**config.mk**
```make
export PLATFORM = sky130hd
export DESIGN_NAME = rx_tap_tuner
export DESIGN_NICKNAME = d
export VERILOG_FILES = /design/src/rtl/rx_tap_tuner.sv
export SDC_FILE = /design/constraint.sdc
export NUM_CORES = 1
export LEC_CHECK = 0
export ABC_AREA = 0
export BUFFER_PORTS_ARGS = -buffer_cell sky130_fd_sc_hd__buf_2
export CAP_MARGIN = 20
export CORE_MARGIN = 1
export CORE_UTILIZATION = 54
export DETAILED_ROUTE_END_ITERATION = 16
export PLACE_DENSITY = 0.87
export RECOVER_POWER = 50
export SLEW_MARGIN = 20
export SYNTH_ARGS = -nofsm -noshare
export SYNTH_HDL_FRONTEND = slang
export SYNTH_SLANG_ARGS = --single-unit
```
**constraint.sdc**
```tcl
create_clock -name clk -period 4.5 [get_ports clk]
set_clock_uncertainty 0.1 [all_clocks]
set_input_delay 1.125 -clock clk [delete_from_list [all_inputs] [get_ports clk]]
set_output_delay 1.125 -clock clk [all_outputs]
set_load 0.005 [all_outputs]
```
**src/rtl/rx_tap_tuner.sv**
```systemverilog
module rx_tap_tuner #(
  parameter int TAP_W       = 6,
  parameter int TAP_LAST    = 39,
  parameter int UPD_TIMEOUT = 16,
  parameter int UPD_REPEAT  = 2,
  parameter int CTRL_W      = 16,
  parameter int TAP_LSB     = 8,
  parameter int UPD_BIT     = 15
) (
  input  logic              clk,
  input  logic              rst_n,
  input  logic              start,
  input  logic              upd_done,
  input  logic              chk_rsp,
  input  logic              chk_pass,
  output logic [CTRL_W-1:0] ctrl_word,
  output logic              chk_req,
  output logic              busy,
  output logic              done,
  output logic              err
);
  localparam int TW = $clog2(UPD_TIMEOUT + 1);
  localparam int RW = $clog2(UPD_REPEAT + 1);
  localparam int LW = $clog2(TAP_LAST + 2);

  typedef enum logic [2:0] {S_IDLE, S_ARM, S_UPD, S_GAP, S_CHK} st_t;

  st_t             st;
  logic [TAP_W-1:0] tap, last_end, end_n, centre;
  logic            upd, final_ph;
  logic [RW-1:0]   rep;
  logic [TW-1:0]   tmo;
  logic [LW-1:0]   cur, best, cur_n, best_n;

  always_comb begin
    ctrl_word = '0;
    ctrl_word[UPD_BIT] = upd;
    ctrl_word[TAP_LSB +: TAP_W] = tap;
  end

  wire upd_tmo    = (st == S_UPD) && !upd_done && (tmo == TW'(UPD_TIMEOUT - 1));
  wire sweep_step = !final_ph && (((st == S_CHK) && chk_rsp) || upd_tmo);
  wire step_pass  = (st == S_CHK) && chk_pass;
  wire grow       = step_pass && (cur_n > best);

  assign cur_n  = step_pass ? cur + LW'(1) : '0;
  assign best_n = grow ? cur_n : best;
  assign end_n  = grow ? tap : last_end;
  assign centre = end_n - TAP_W'(best_n >> 1);

  always_ff @(posedge clk or negedge rst_n) begin
    if (!rst_n) begin
      st <= S_IDLE; tap <= '0; upd <= 1'b0; final_ph <= 1'b0;
      rep <= '0; tmo <= '0; cur <= '0; best <= '0; last_end <= '0;
      chk_req <= 1'b0; busy <= 1'b0; done <= 1'b0; err <= 1'b0;
    end else begin
      chk_req <= 1'b0;
      case (st)
        S_IDLE: if (start) begin
          tap <= '0; final_ph <= 1'b0; rep <= '0;
          cur <= '0; best <= '0; last_end <= '0;
          busy <= 1'b1; done <= 1'b0; err <= 1'b0;
          st <= S_ARM;
        end
        S_ARM: begin
          upd <= 1'b1; tmo <= '0; st <= S_UPD;
        end
        S_UPD: begin
          if (upd_done) begin
            upd <= 1'b0; st <= S_GAP;
          end else if (upd_tmo) begin
            upd <= 1'b0;
            if (final_ph) begin
              err <= 1'b1; busy <= 1'b0; st <= S_IDLE;
            end
          end else begin
            tmo <= tmo + TW'(1);
          end
        end
        S_GAP: begin
          if (rep == RW'(UPD_REPEAT - 1)) begin
            if (final_ph) begin
              done <= 1'b1; busy <= 1'b0; st <= S_IDLE;
            end else begin
              chk_req <= 1'b1; st <= S_CHK;
            end
          end else begin
            rep <= rep + RW'(1); st <= S_ARM;
          end
        end
        default: ;
      endcase

      if (sweep_step) begin
        cur <= cur_n; best <= best_n; last_end <= end_n;
        rep <= '0; upd <= 1'b0;
        if (tap == TAP_W'(TAP_LAST)) begin
          if (best_n == '0) begin
            err <= 1'b1; busy <= 1'b0; st <= S_IDLE;
          end else begin
            tap <= centre; final_ph <= 1'b1; st <= S_ARM;
          end
        end else begin
          tap <= tap + TAP_W'(1); st <= S_ARM;
        end
      end
    end
  end

  assert_tap_range_R1: assert property (@(posedge clk) disable iff (!rst_n)
    (busy && !final_ph) |-> (tap <= TAP_W'(TAP_LAST)));
  assert_upd_tap_stable_R2: assert property (@(posedge clk) disable iff (!rst_n)
    (upd && $past(upd)) |-> $stable(tap));
  assert_tmo_bound_R3: assert property (@(posedge clk) disable iff (!rst_n)
    (st == S_UPD) |-> (tmo < TW'(UPD_TIMEOUT)));
  assert_best_monotonic_R4: assert property (@(posedge clk) disable iff (!rst_n)
    (busy && $past(busy)) |-> (best >= $past(best)));
  assert_err_no_load_R6: assert property (@(posedge clk) disable iff (!rst_n)
    (err && !final_ph) |-> !upd);
  assert_req_pulse_R7: assert property (@(posedge clk) disable iff (!rst_n)
    chk_req |=> !chk_req);
  assert_req_quiet_R7: assert property (@(posedge clk) disable iff (!rst_n)
    chk_req |-> !upd);
  assert_flags_excl_R8: assert property (@(posedge clk) disable iff (!rst_n)
    !(busy && (done || err)) && !(done && err));
endmodule

```
==> reports/metrics.cfg, run 1 <==
[cts]
numCtsBuffers=5
cts_max_path_buffers=2
root_buffer=clkbuf_8
h-tree-depth=2
clk_pin_slew_ns=0.09
cts_tree=yes
worstSkewPairLatency_ns=0.31
cts_sinks=40

[floorplanning]
die_area_um2=5794
io_pins=26
die_x_um=76.12
initial_core_util=0.5700
die_h_um=76.12
fp.coreArea_um2=5205
row_count=26

[logic_synthesis]
synth_edf_count=0
postSynthCellCount=337
syn_area_per_cell_um2=8.803
syn_area_um2=2967
ys_seq_area_frac=0.3374
synth_area_leaders=dfrtp_1 34%, ha_1 5.5%, nand2_1 4.0%, nor2_1 3.4%, nand3_1 3.4%
ys_async_sr_fraction=1.000
ys_types=64
synth_top_area_share=0.3374
yosys.area.top_type=dfrtp_1
synthFlopType=dfrtp_1
ys_seq_elements=40
ys_warn_count=0

[timing]
period_share=0.9707
worst_pin_slew_ns=2.185
hold_viol_final=0
timing.fmax_ghz=0.2289
setup_viol=0
rsz0062_at_grt=false
report.final.slew_viol_count=41
period_needed_ns=4.368
relSlewSlack=-0.4566

[placed_design]
place_hpwl_um=5644
io_buffers=16
gp_congestion=0.9181
dpl.cell_count=429
place_area_um2=3256

[global_route]
grt_overflow=0
antenna_found_initial=0
met2_usage=0.4800
grt_pass1_wl_um=12680
met3_usage=0.04790
grt_max_degree=41
use_met1=0.3606
grt_pass1_vias=2568
grt.busiest_layer=met2
track_usage=0.2839

[critical_path]
critPathTopFamily=compound AO/OA/AOI/OAI gates
crit_buf_inv=2
cpPeakStageDelay_ns=0.31
cp_cell_sequence=buf_2 -> nor4bb_4 -> and2_4 -> ha_1 -> and3_4 -> and3_1 -> a21oi_4 -> o31a_1 -> buf_4 -> nor2_1 -> a21oi_1 -> ha_4 -> a21oi_2 -> maj3_2 -> a21oi_1 -> mux2i_1 -> xnor2_1 -> a221o_1
required_ns=4.60
critPathKind=in2reg
worstPathMaxFanout=7
path_common_cell=a21oi_1
arrival_ns=4.47
critical-path-slowest-cell=maj3_2
cp-end-kind=register
cp-start-kind=input pin

[drt]
antenna_left=0
routed_wl_um=7840
wl_per_cell_um=17.82
via_per_inst=6.182
dr.first_iter.drc_count=230
drc=0
dr.pass1.iters=5
vias=2720

[power_and_ir_drop]
p_per_area_nw_per_um2=427.9
peakVddDrop_v=0.0003296
leakage_uw=0.001499

[layout]
final_area_um2=3412
antennaDiodeCount=0
final_cells=440
nNetsFinal=388
drive_above_1_share=0.2324
area_growth_pct=15.01

[hold_path]
hp-class=reg2reg

[job]
cap_violations=1

[status]
failed_checks=capacitance limit, slew limit
status=finished, violations left

stage by stage:
step           setup WS (ns)  hold WS, ns  setup TNS, ns  utilization  power [µW]
2_1_floorplan      -0.009217       0.3608       -0.01809            -       944.5
4_1_cts            0.0003966       0.4086              0       0.6490        1441
5_1_grt             0.005470       0.4373              0       0.6555        1542
3_3_place_gp         -0.1713       0.3815        -0.5344       0.6255        1117
6_report              0.1319       0.4101              0       0.6555        1460
3_5_place_dp         -0.2695       0.3918        -0.7580       0.6255        1131
cell usage after synthesis, drive strengths merged, types with 3 or more instances:
cell and count:
dfrtp 40, nand2 32, nor2 27, nand3 21, buf 19, o21ai 19, a21oi 18, inv 17
ha 13, nor3 11, xnor2 10, clkbuf 8, nand2b 7, o31ai 7, a22o 6, and3 6
mux2i 6, a31oi 5, and2 5, xor2 5, mux2 4, nand4 4, or3 4, a211oi 3
a22oi 3, maj3 3, o22ai 3, o32ai 3
cell families (layout without fill, tap and decap cells):
group                      count (synthesis)  after routing  synth area share
buffers and inverters                     44             69           0.07549
adders and majority gates                 16             16           0.06495
AOI/OAI and AO/OA                         86             86            0.2155
and+or+nand+nor                          124            124            0.2117
xor gates and xnor gates                  16             16           0.05694
muxes                                     10             10           0.03669
DFF                                       40             40            0.3374
other                                      1              9          0.001264
timing repair:
action | 4_1_cts | 5_1_grt
endpoints found under the setup margin | 1 | 3
hold buffers | 0 | 0
setup buffers | 1 | 2
pin swaps | 1 | 0
gates resized for setup | 1 | 5
area by class of cell:
type / instances / area [µm²]
Clock buffer: 5 / 68.82
Clock inverter: 3 / 42.54
Fill cell: 439 / 1793
Inverter: 17 / 63.81
Multi-Input combinational cell: 261 / 1864
Sequential cell: 40 / 1001
Tap cell: 70 / 87.58
Timing Repair Buffer: 44 / 284.0
flip-flops by register name, summed over array words and instances (netlist names), 2 cells and up:
name      cells
best          6
cur           6
last_end      6
rep           2
st            3
tap           6
tmo           5
worst min-delay path: cells and delay by family, from the launching register on:
kind	cells	cell delay [ns]
flops	1	0.35
compound gates	1	0.07
simple gates	1	0.06
metal layers:
layer / vias to the layer above / wire length (µm)
met4: 0 / 204
li1: 1265 / -
met3: 20 / 536
met5: - / 0
met2: 143 / 3817
met1: 1292 / 3282
cell usage in the layout (no fill, tap or decap), types with 3 or more instances in the layout:
cell type	synthesis	layout
and3_1	4	3
a21oi_4	2	3
conb_1	1	9
clkbuf_8	0	5
nand2b_1	7	7
xor2_1	5	4
o31ai_1	5	5
nand3_1	20	20
inv_1	16	15
nand2_1	32	32
mux2i_1	6	5
xnor2_1	8	8
a22oi_1	3	3
o22ai_1	3	3
a211oi_1	3	3
clkbuf_1	8	3
nand4_1	4	4
a21oi_1	15	13
and3_4	2	3
nor2_1	27	24
ha_1	13	10
dfrtp_1	40	40
and2_1	5	4
nor3_1	10	10
a22o_1	6	6
buf_4	10	25
o21ai_0	18	18
buf_2	5	14
a31oi_1	5	5
nor2_2	0	3
or3_1	4	4
o32ai_1	3	3
power by group:
part / internal (µW) / total [µW] / switching, µW / leakage [µW]
sequential: 413 / 476 / 63.7 / 0.000540
combinational: 284 / 681 / 397 / 0.000905
clock: 164 / 303 / 138 / 0.0000541
total: 861 / 1460 / 600 / 0.00150
path summary, 6_finish.rpt:
kind	start	to	slack, ns	depth (start not counted)
setup / recovery	chk_pass	tap[4]$_DFF_PN0_	0.13	18
hold / removal	tmo[4]$_DFFE_PN0P_	tmo[4]$_DFFE_PN0P_	0.41	2
setup reg to reg	cur[1]$_DFFE_PN0P_	tap[4]$_DFF_PN0_	0.24	19
hold reg to reg	tmo[4]$_DFFE_PN0P_	tmo[4]$_DFFE_PN0P_	0.41	2
max in group asynchronous	rst_n	tap[3]$_DFF_PN0_	1.70	1
min in group asynchronous	rst_n	cur[3]$_DFFE_PN0P_	1.35	1
(Power assumes the default switching activity.)
==> run 2: changes to the inputs <==
BUFFER_PORTS_ARGS = unset   (was -buffer_cell sky130_fd_sc_hd__buf_2)
CORE_UTILIZATION = 58   (was 54)
DONT_BUFFER_PORTS = 1   (was unset)
==> run 2 against run 1 <==
Net effect: the run now ends clean; power decreased by 8.4%; final cell count decreased by 7.7%; die area decreased by 6.7%; register-to-register slack got worse by 0.09 ns; fmax decreased by 0.93%; via count decreased by 5.6%; sequential power increased by 2%; flip-flop and latch count unchanged; worst setup slack got worse by 0.041 ns; critical path type unchanged.
==> reports/metrics.cfg, run 2 (same netlist as run 1, synthesis figures left out) <==
[status]
status=complete, no violations

[timing]
relSlewSlack=0.5355
worst_pin_slew_ns=0.6968
setup_tns_ns=0
setup_slack_ns=0.09100
report.final.slew_viol_count=0
timing.fmax_ghz=0.2268
setup_viol=0
period_share=0.9798
hold_viol_final=0
period_needed_ns=4.409

[drt]
antenna_left=0
dr.pass1.iters=5
routed_wl_um=7453
drc=0
vias=2568
wl_per_cell_um=18.36
dr.first_iter.drc_count=286
via_per_inst=6.325

[power_and_ir_drop]
leakage_uw=0.001348
peakVddDrop_v=0.0004039
p_per_area_nw_per_um2=420.8
finalPower_uw=1338

[placed_design]
dp_slack_ns=-0.1592
place_hpwl_um=5425
gp_congestion=1.053
place_area_um2=3074
io_buffers=0

[critical_path]
path_common_cell=mux2i_1
cp-start-kind=input pin
required_ns=4.60
cpPeakStageDelay_ns=0.29
cp_cell_sequence=nand4_1 -> nor2_2 -> ha_1 -> and3_4 -> and3_1 -> a21oi_2 -> o31a_1 -> mux2i_1 -> ha_2 -> inv_2 -> ha_4 -> o41ai_1 -> a31oi_1 -> mux2i_1 -> xnor2_1 -> a221o_1
r2r_slack_ns=0.15
critical-path-slowest-cell=ha_1
cp-end-kind=register
critPathTopFamily=compound AO/OA/AOI/OAI gates
crit_buf_inv=1
arrival_ns=4.51
critPathKind=in2reg
worstPathMaxFanout=4

[cts]
cts_tree=yes
numCtsBuffers=5
clk_pin_slew_ns=0.09
cts_sinks=40
cts_max_path_buffers=2
worstSkewPairLatency_ns=0.31
cts.hold.buffers_added=0
h-tree-depth=2
root_buffer=clkbuf_8

[global_route]
grt_pass1_wl_um=12040
grt_max_degree=41
grt_pass1_vias=2477
track_usage=0.2985
grt_overflow=0
antenna_found_initial=0

[floorplanning]
die_h_um=73.52
io_pins=26
die_x_um=73.52
die_area_um2=5404
initial_core_util=0.6158
fp.coreArea_um2=4817
row_count=25

[job]
cap_violations=0

[layout]
nNetsFinal=357
drive_above_1_share=0.1652
mostFrequentLayoutCell=dfrtp_1
area_growth_pct=7.170
mostFrequentLayoutCells=40 x dfrtp_1, 32 x nand2_1, 24 x nor2_1
fin_util=0.6600
antennaDiodeCount=0
final_area_um2=3179

[hold_path]
hp-class=in2async

==> run 2: worst reg2reg max path: stages (launching register included) <==
cell	delay, ns
dfrtp_1	0.43
ha_2	0.26
xor2_1	0.32
and2_4	0.24
ha_1	0.23
and3_4	0.19
and3_1	0.21
a21oi_2	0.24
o31a_1	0.26
mux2i_1	0.28
ha_2	0.24
inv_2	0.06
ha_4	0.17
o41ai_1	0.25
a31oi_1	0.14
mux2i_1	0.21
xnor2_1	0.12
a221o_1	0.29
==> run 2: layout make-up <==
| type | count | area [µm²] |
|---|---|---|
| Clock inverter | 2 | 16.27 |
| Tap cell | 67 | 83.83 |
| Timing Repair Buffer | 13 | 93.84 |
| Fill cell | 400 | 1638 |
| Clock buffer | 6 | 72.57 |
| Sequential cell | 40 | 1001 |
| Multi-Input combinational cell | 261 | 1848 |
| Inverter | 17 | 63.81 |
==> run 2: final timing paths <==
check / from / end / cells after the start
max in group asynchronous: rst_n / tmo[4]$_DFFE_PN0P_ / 0
min in group clk: tmo[4]$_DFFE_PN0P_ / tmo[4]$_DFFE_PN0P_ / 2
min reg2reg: tmo[4]$_DFFE_PN0P_ / tmo[4]$_DFFE_PN0P_ / 2
max: chk_pass / tap[4]$_DFF_PN0_ / 16
max reg2reg: cur[1]$_DFFE_PN0P_ / tap[4]$_DFF_PN0_ / 17
min: rst_n / cur[2]$_DFFE_PN0P_ / 0
==> run 2: per-layer routing <==
layer,track usage,vias up,wire [µm]
met2,0.4506,130,3388
met5,0,-,0
li1,-,1202,-
met3,0.06173,25,597
met1,0.4108,1211,3243
met4,0.1368,0,223
==> run 2: repair_timing <==
action,4_1_cts,5_1_grt
resized for setup,0,3
endpoints found under the setup margin,0,1
buffers inserted,0,1
==> run 2: per-stage QoR <==
step	hold slack [ns]	instances
detailed placement	0.3909	397
CTS	0.4019	405
global placement	0.3817	397
floorplan	0.3608	345
finish	0.4032	406
global route	0.3894	406
==> run 2: report_power, final <==
| group | total [µW] | switching (µW) | internal (µW) |
|---|---|---|---|
| clock network | 252 | 141 | 110 |
| logic | 602 | 370 | 232 |
| registers | 484 | 71.1 | 413 |
==> run 3: changes to the inputs <==
SETUP_SLACK_MARGIN = 0.1   (was unset)
==> run 3 against run 2 <==
Net effect: count of clock-buffer cells in the layout down 1; critical path depth stayed put; wire length rose by 2.7%; critical path type unchanged; critical endpoint unchanged; largest cell class unchanged.
==> reports/metrics.cfg, run 3 (same netlist as run 1, synthesis figures left out) <==
[critical_path]
critical-path-slowest-cell=mux2i_2
cp_cell_sequence=nand4_1 -> nor2_1 -> ha_1 -> and3_4 -> and3_1 -> a21oi_2 -> o31a_1 -> mux2i_2 -> ha_2 -> inv_2 -> ha_4 -> o41ai_2 -> a31oi_1 -> mux2i_1 -> xnor2_1 -> a221o_1
r2r_slack_ns=0.09
worstPathMaxFanout=4
cpPeakStageDelay_ns=0.33
rr_endpoint=tap[4]$_DFF_PN0_
r2r-start=st[0]$_DFFE_PN0P_
critPathKind=in2reg
cp-end-kind=register
cp-start-kind=input pin
critPathTopFamily=compound AO/OA/AOI/OAI gates
required_ns=4.58
arrival_ns=4.54
crit_buf_inv=1
reg2regPathDepth=17

[drt]
dr.first_iter.drc_count=215
dr.pass1.iters=7
vias=2644
antenna_left=0
via_per_inst=6.449
drc=0
wl_per_cell_um=18.67
routed_wl_um=7655

[layout]
final_area_um2=3268
final_cells=410
area_growth_pct=10.16
nNetsFinal=361
fillers=380
multiInputGateArea_um2=1884
antennaDiodeCount=0
mostFrequentLayoutCell=dfrtp_1
fin_util=0.6784
mostFrequentLayoutCells=40 x dfrtp_1, 32 x nand2_1, 24 x nor2_1
drive_above_1_share=0.1866
seqCellArea_um2=1001

[cts]
h-tree-depth=2
cts_max_path_buffers=2
root_buffer=clkbuf_8
cts.hold.buffers_added=0
numCtsBuffers=5
worstSkewPairLatency_ns=0.30
cts_sinks=40
cts_tree=yes
clk_pin_slew_ns=0.09

[placed_design]
place_hpwl_um=5365
gp_congestion=0.9900
dpl.cell_count=397
place_area_um2=3098
dp_slack_ns=-0.03261
io_buffers=0

[global_route]
grt_max_degree=41
grt_pass1_vias=2451
grt_overflow=0
track_usage=0.2930
antenna_found_initial=0
grt_pass1_wl_um=11830

[floorplanning]
die_area_um2=5404
row_count=25
initial_core_util=0.6158
io_pins=26
fp.coreArea_um2=4817
die_x_um=73.52
die_h_um=73.52

[timing]
hold_viol_final=0
timing.fmax_ghz=0.2242
rsz0062_at_grt=true
relSlewSlack=0.4302
report.final.slew_viol_count=0
setup_viol=0
hold_ws_ns=0.4085
period_share=0.9912
setup_slack_ns=0.03959
worst_pin_slew_ns=0.8526
period_needed_ns=4.460

[power_and_ir_drop]
p_per_area_nw_per_um2=431.1
leakage_uw=0.001387
peakVddDrop_v=0.0002782

[status]
status=complete, no violations

[job]
cap_violations=0

[hold_path]
hp-class=in2async

==> run 3: through the flow <==
step / total power, µW / TNS, ns
6_report: 1409 / 0
3_5_place_dp: 1070 / -0.03261
2_1_floorplan: 948.7 / -0.006580
4_1_cts: 1371 / 0
3_3_place_gp: 1057 / -0.01450
5_1_grt: 1490 / -0.1001
==> run 3: per-layer routing <==
metal	vias to the layer above	GRT usage	wire length [µm]	part of all wire
li1	1207	-	-	-
met1	1251	0.3981	3411	0.45
met2	154	0.4536	3388	0.44
met3	32	0.07545	640	0.084
met4	0	0.1026	214	0.028
met5	-	0	0	0
==> run 3: what timing repair did <==
action,in CTS,in global routing
setup buffers,0,5
gates resized for setup,0,4
endpoints found under the setup margin,0,4
==> run 3: cell type report <==
cell class | instances | area share
Timing Repair Buffer | 17 | 0.03790
Multi-Input combinational cell | 261 | 0.5766
Sequential cell | 40 | 0.3063
Tap cell | 67 | 0.02565
Inverter | 17 | 0.01953
Clock buffer | 5 | 0.02106
Clock inverter | 3 | 0.01302
==> run 3: worst max path at each step <==
| stage | depth (start not counted) | slack [ns] | endpoint | startpoint |
|---|---|---|---|---|
| global placement | 18 | -0.01 | tap[4]$_DFF_PN0_ | chk_pass |
| finish | 16 | 0.04 | tap[4]$_DFF_PN0_ | chk_pass |
| detailed placement | 17 | -0.03 | tap[4]$_DFF_PN0_ | chk_pass |
| global route | 18 | -0.10 | tap[4]$_DFF_PN0_ | st[0]$_DFFE_PN0P_ |
| floorplan | 20 | -0.007 | tap[4]$_DFF_PN0_ | chk_pass |
| CTS | 18 | 0.20 | tap[4]$_DFF_PN0_ | cur[1]$_DFFE_PN0P_ |
==> run 3: where the power goes <==
group          switching, µW  internal [µW]
sequential              61.2            413
clock                    138            164
combinational            387            246
==> run 3: worst register-to-register path: stages, from the launching register on <==
cell,delay [ns]
dfrtp_1,0.51
inv_1,0.22
nand4_1,0.23
nor2_1,0.20
ha_1,0.28
and3_4,0.20
and3_1,0.22
a21oi_2,0.16
o31a_1,0.30
mux2i_2,0.33
ha_2,0.25
inv_2,0.05
ha_4,0.17
o41ai_2,0.19
a31oi_1,0.15
mux2i_1,0.28
xnor2_1,0.14
a221o_1,0.31
